`src/rtl/tod_pkg.sv`:
```
package tod_pkg;

    localparam int MS_W      = 8;
    localparam int HR_W      = 6;
    localparam int NUM_LANES = 3;
    localparam int TOD_W     = HR_W + 2 * MS_W;

    localparam logic [MS_W-1:0] SEC_LIMIT = 8'h59;
    localparam logic [MS_W-1:0] MIN_LIMIT = 8'h59;
    localparam logic [HR_W-1:0] HR_LIMIT  = 6'h23;

    typedef struct packed {
        logic [HR_W-1:0] hr;
        logic [MS_W-1:0] min;
        logic [MS_W-1:0] sec;
    } tod_t;

    localparam tod_t LAST_SECOND = '{hr: HR_LIMIT, min: MIN_LIMIT, sec: SEC_LIMIT};

    typedef struct packed {
        tod_t now;
        logic day_end;
    } tod_state_t;

endpackage

```
`src/rtl/tod_bcd_field.sv`:
```
module tod_bcd_field #(
    parameter int             FW    = 8,
    parameter logic [FW-1:0]  LIMIT = 8'h59
) (
    input  logic [FW-1:0] cur_i,
    input  logic          inc_i,
    input  logic [FW-1:0] wr_val_i,
    input  logic          wr_sel_i,
    output logic [FW-1:0] nxt_o,
    output logic          carry_o,
    output logic          wr_ok_o
);
    localparam int HW = FW - 4;

    logic [3:0]    lo;
    logic [HW-1:0] hi;
    logic [HW-1:0] hi_inc;

    always_comb begin
        lo      = cur_i[3:0];
        hi      = cur_i[FW-1:4];
        hi_inc  = hi + HW'(1);
        carry_o = inc_i && (cur_i == LIMIT);
        nxt_o   = cur_i;
        if (inc_i) begin
            if (cur_i == LIMIT) begin
                nxt_o = '0;
            end else if (lo == 4'd9) begin
                nxt_o = {hi_inc, 4'h0};
            end else begin
                nxt_o = {hi, lo + 4'd1};
            end
        end
        wr_ok_o = wr_sel_i && (wr_val_i[3:0] <= 4'd9) && (wr_val_i <= LIMIT);
    end
endmodule

```
`src/rtl/tod_bcd_counter.sv`:
```
module tod_bcd_counter
    import tod_pkg::*;
(
    input  logic                 clk,
    input  logic                 rst,
    input  logic                 sec_tick,
    input  logic                 wr_en,
    input  logic [NUM_LANES-1:0] wr_lane,
    input  logic [TOD_W-1:0]     wr_time,
    output logic [TOD_W-1:0]     tod_out,
    output logic                 day_end
);
    tod_state_t st_d, st_q;
    tod_t       cur, wr;

    logic [MS_W-1:0] sec_nxt, min_nxt;
    logic [HR_W-1:0] hr_nxt;
    logic            sec_carry, min_carry, hr_carry_unused;
    logic [NUM_LANES-1:0] lane_ok;

    assign cur = st_q.now;
    assign wr  = tod_t'(wr_time);

    tod_bcd_field #(.FW(MS_W), .LIMIT(SEC_LIMIT)) u_sec (
        .cur_i(cur.sec), .inc_i(sec_tick),
        .wr_val_i(wr.sec), .wr_sel_i(wr_en && wr_lane[0]),
        .nxt_o(sec_nxt), .carry_o(sec_carry), .wr_ok_o(lane_ok[0])
    );

    tod_bcd_field #(.FW(MS_W), .LIMIT(MIN_LIMIT)) u_min (
        .cur_i(cur.min), .inc_i(sec_carry),
        .wr_val_i(wr.min), .wr_sel_i(wr_en && wr_lane[1]),
        .nxt_o(min_nxt), .carry_o(min_carry), .wr_ok_o(lane_ok[1])
    );

    tod_bcd_field #(.FW(HR_W), .LIMIT(HR_LIMIT)) u_hr (
        .cur_i(cur.hr), .inc_i(min_carry),
        .wr_val_i(wr.hr), .wr_sel_i(wr_en && wr_lane[2]),
        .nxt_o(hr_nxt), .carry_o(hr_carry_unused), .wr_ok_o(lane_ok[2])
    );

    always_comb begin
        st_d             = st_q;
        st_d.now.sec     = lane_ok[0] ? wr.sec : sec_nxt;
        st_d.now.min     = lane_ok[1] ? wr.min : min_nxt;
        st_d.now.hr      = lane_ok[2] ? wr.hr  : hr_nxt;
        st_d.day_end     = (st_d.now == LAST_SECOND);
    end

    always_ff @(posedge clk) begin
        if (rst) begin
            st_q <= '0;
        end else begin
            st_q <= st_d;
        end
    end

    assign tod_out = st_q.now;
    assign day_end = st_q.day_end;
endmodule

```
`config.mk`:
```
export PLATFORM = sky130hd
export DESIGN_NAME = tod_bcd_counter
export DESIGN_NICKNAME = d
export VERILOG_FILES = /design/src/rtl/tod_pkg.sv /design/src/rtl/tod_bcd_field.sv /design/src/rtl/tod_bcd_counter.sv
export SDC_FILE = /design/constraint.sdc
export NUM_CORES = 1
export LEC_CHECK = 0
export BUFFER_PORTS_ARGS = -buffer_cell sky130_fd_sc_hd__buf_2
export CAP_MARGIN = 20
export CORE_MARGIN = 8
export CORE_UTILIZATION = 52
export CTS_CLUSTER_SIZE = 10
export DETAILED_ROUTE_END_ITERATION = 6
export PLACE_DENSITY = 0.88
export REMOVE_ABC_BUFFERS = 1
export SLEW_MARGIN = 10
export SYNTH_ARGS = -nofsm -noshare
export SYNTH_HDL_FRONTEND = slang
export SYNTH_SLANG_ARGS = --single-unit
```
`constraint.sdc`:
```
create_clock -name clk -period 2.6 [get_ports clk]
set_input_delay 0.13 -clock clk [delete_from_list [all_inputs] [get_ports clk]]
set_output_delay 0.13 -clock clk [all_outputs]
set_load 0.005 [all_outputs]
```
==> results.json <==
{
  "avgSynthCellArea_um2": 8.369,
  "yosys.area_share.simple_pct": 37.98,
  "setup_violations": 0,
  "vdd_drop_max_mv": 0.2380,
  "num_rows": 21,
  "io_buffers": 51,
  "reg2reg_from": "tod_out[1]",
  "die_h_um": 74,
  "hold_viol_final": 0,
  "endpoint": "day_end",
  "dieWidth_um": 74,
  "finalCriticalPeriod_ns": 2.458,
  "synthDistinctLibCells": 51,
  "synth_ff_type": "dfxtp_1",
  "rr_endpoint": "day_end",
  "tightest_slew_ns": 0.5742,
  "syn_to_final_growth_pct": 22.46,
  "cp-start-kind": "flip-flop",
  "pwr-share-clk_pct": 25.0,
  "synth-seq-cells": 23,
  "synth.area.mux_share_pct": 5.866,
  "final_cell_mix": "buf_2 (51), dfxtp_1 (22), nor2_1 (21), nand2_1 (13), o21ai_0 (13)",
  "layout-drive-gt1-share_pct": 30.60,
  "ios": 52,
  "yosysWarnings": 0,
  "worstPathRequired_ns": 2.85,
  "drv_cap": 0,
  "status": "finished, final reports clean",
  "cp_max_fo": 6,
  "gp_congestion": 0.9339,
  "yosysTopAreaCellShare_pct": 26.32,
  "grtUsageTotal_pct": 18.11,
  "p_switching_w": 0.0002054,
  "first_iter_violations": 143,
  "vias_per_cell": 5.850,
  "synth_edf_count": 0,
  "synth-compound-area-share_pct": 17.02,
  "antenna_found_initial": 0,
  "mostFrequentLayoutCell": "buf_2",
  "crit_type": "flip-flop to flip-flop",
  "nNetsFinal": 309,
  "numClockSinks": 23,
  "placed_area_um2": 2103,
  "grt_pass1_wl_um": 7921,
  "seq_power_share_pct": 55.0,
  "max_freq_mhz": 406.9,
  "cp-end-kind": "flip-flop",
  "synth_cells": 209,
  "core-area_um2": 3284,
  "cts-root-buf": "clkbuf_4",
  "routed_wl_um": 4841,
  "path_clk_slew_ns": 0.14,
  "design.die.area_um2": 5476,
  "slew_headroom_pct": 61.64,
  "grt_max_degree": 14,
  "gr-total-overflow": 0,
  "p_leak_nw": 1.010,
  "grt_pass1_vias": 1801,
  "firstDrtPassIters": 4,
  "cts_hold_buf": 0,
  "synth_area_leader_cell": "dfxtp_1",
  "synth_top_family_by_area": "simple AND/OR/NAND/NOR gates",
  "clock_skew_ns": 0.008147,
  "place_hpwl_um": 3902,
  "diodes": 0,
  "pwr-share-comb_pct": 20.0,
  "synthAdderAreaFrac_pct": 7.868,
  "p_sw_share_pct": 29.55,
  "p_per_area_nw_per_um2": 324.5,
  "rsz0062_at_grt": "no",
  "vias": 1837,
  "wl_per_cell_um": 15.42,
  "reg2regPathDepth": 8,
  "worstHoldPathType": "primary input to flip-flop",
  "cts_max_path_buffers": 2,
  "stdcell_area_um2": 2142,
  "clk_latency_ns": 0.32,
  "htreeDepth": 1,
  "power.internal_w": 0.0004897,
  "syn_area_um2": 1749,
  "setup_tns_ns": 0,
  "cp.arrival_ns": 2.71,
  "period_share_pct": 94.53,
  "synth-seq-area-share_pct": 26.32,
  "initial_core_util_pct": 53.26,
  "synth_async_sr_flop_share_pct": 0,
  "synth_area_leaders": "dfxtp_1 (26%), ha_1 (7.9%), mux2i_1 (4.6%)",
  "finalMaxSlewViolations": 0,
  "drc": 0,
  "ff2ff_setup_slack_ns": 0.14,
  "synth-xor-area-share_pct": 1.502,
  "cts_buffers": 3,
  "postRouteAntennaNets": 0,
  "cts_tree": "done",
  "worstSetupStartpoint": "tod_out[1]"
}
-- flip-flops by register name, indices dropped and copies added, names as in the netlist --
name     cells
day_end      1
tod_out     22
-- cell usage after synthesis (4+ instances only) --
cell / n
nor2_1: 21
nand3_1: 6
nor2b_1: 4
nand3b_1: 5
and2_1: 11
a21oi_1: 6
dfxtp_1: 23
clkbuf_1: 5
nor3_1: 10
a311oi_1: 4
nand2_1: 13
a31oi_1: 5
ha_1: 11
inv_1: 9
o21ai_0: 13
mux2i_1: 8
-- area by class of cell --
class                      instances  area [um2]
clock inverter                     1       5.005
fill                             281        1142
multi-input combinational        171        1231
inverter                           9       33.78
clock buffer                       3       22.52
sequential                        23       461.7
tap                               46       57.56
timing repair buffer              61       330.3
-- worst min path at each step --
| stage | start | to | slack (ns) | cells after the start |
|---|---|---|---|---|
| finish | wr_time[4] | tod_out[4] | 0.04 | 3 |
| global route | wr_time[4] | tod_out[4] | 0.05 | 3 |
| CTS | wr_time[4] | tod_out[4] | 0.04 | 3 |
| detailed placement | wr_time[4] | tod_out[4] | 0.38 | 3 |
| global placement | wr_time[4] | tod_out[4] | 0.39 | 3 |
| floorplan | rst | tod_out[5] | 0.20 | 1 |
-- logic make-up after synthesis --
logic type	count (synthesis)
AO/OA/AOI/OAI	44
XOR/XNOR	3
AND/OR/NAND/NOR	103
adder cells (fa/ha/maj)	11
buffers and inverters	15
multiplexers	10
flip-flops	23
-- worst max-delay path, stage by stage, from the launching register on --
cell and delay [ns]:
dfxtp_1 0.38, inv_1 0.08, ha_2 0.21, nand4b_4 0.11, or4_4 0.57, nor3_1 0.20
o31ai_1 0.11, or4_4 0.54, nor4_2 0.20
-- through the flow --
step                      total power, W  util, %  std cells  hold slack, ns  setup slack, ns
final                          0.0006951    65.22        314         0.03936           0.1422
after global routing           0.0007389    65.22        314         0.04754       0.00005929
after CTS                      0.0006985    64.88        313         0.03905           0.1227
after detailed placement       0.0005280    64.04        309          0.3829           0.1582
after global placement         0.0005234    64.04        309          0.3853           0.2250
after floorplan                0.0004597        -        203          0.1991          0.09559
-- what timing repair did --
| action | CTS | global route |
|---|---|---|
| setup buffers | 0 | 1 |
| resized for setup | 0 | 2 |
| setup endpoints to repair | 0 | 1 |
| hold endpoints to repair | 0 | 0 |
-- layer usage --
metal | vias to the layer above | GRT usage, % | share of wire (%)
li1 | 909 | - | -
met1 | 851 | 21.15 | 43
met2 | 64 | 31.15 | 48
met3 | 13 | 3.504 | 6.7
met4 | 0 | 7.982 | 1.9
met5 | - | 0 | 0
-- power groups by stage --
stage                     registers, W  clock network (W)  logic [W]
after global routing          0.000385           0.000198   0.000156
after CTS                     0.000382           0.000178   0.000139
final                         0.000383           0.000174   0.000139
after global placement        0.000389                  0   0.000135
after detailed placement      0.000390                  0   0.000138
after floorplan               0.000390                  0  0.0000699
Note: power is estimated with default switching activity, not from simulation.
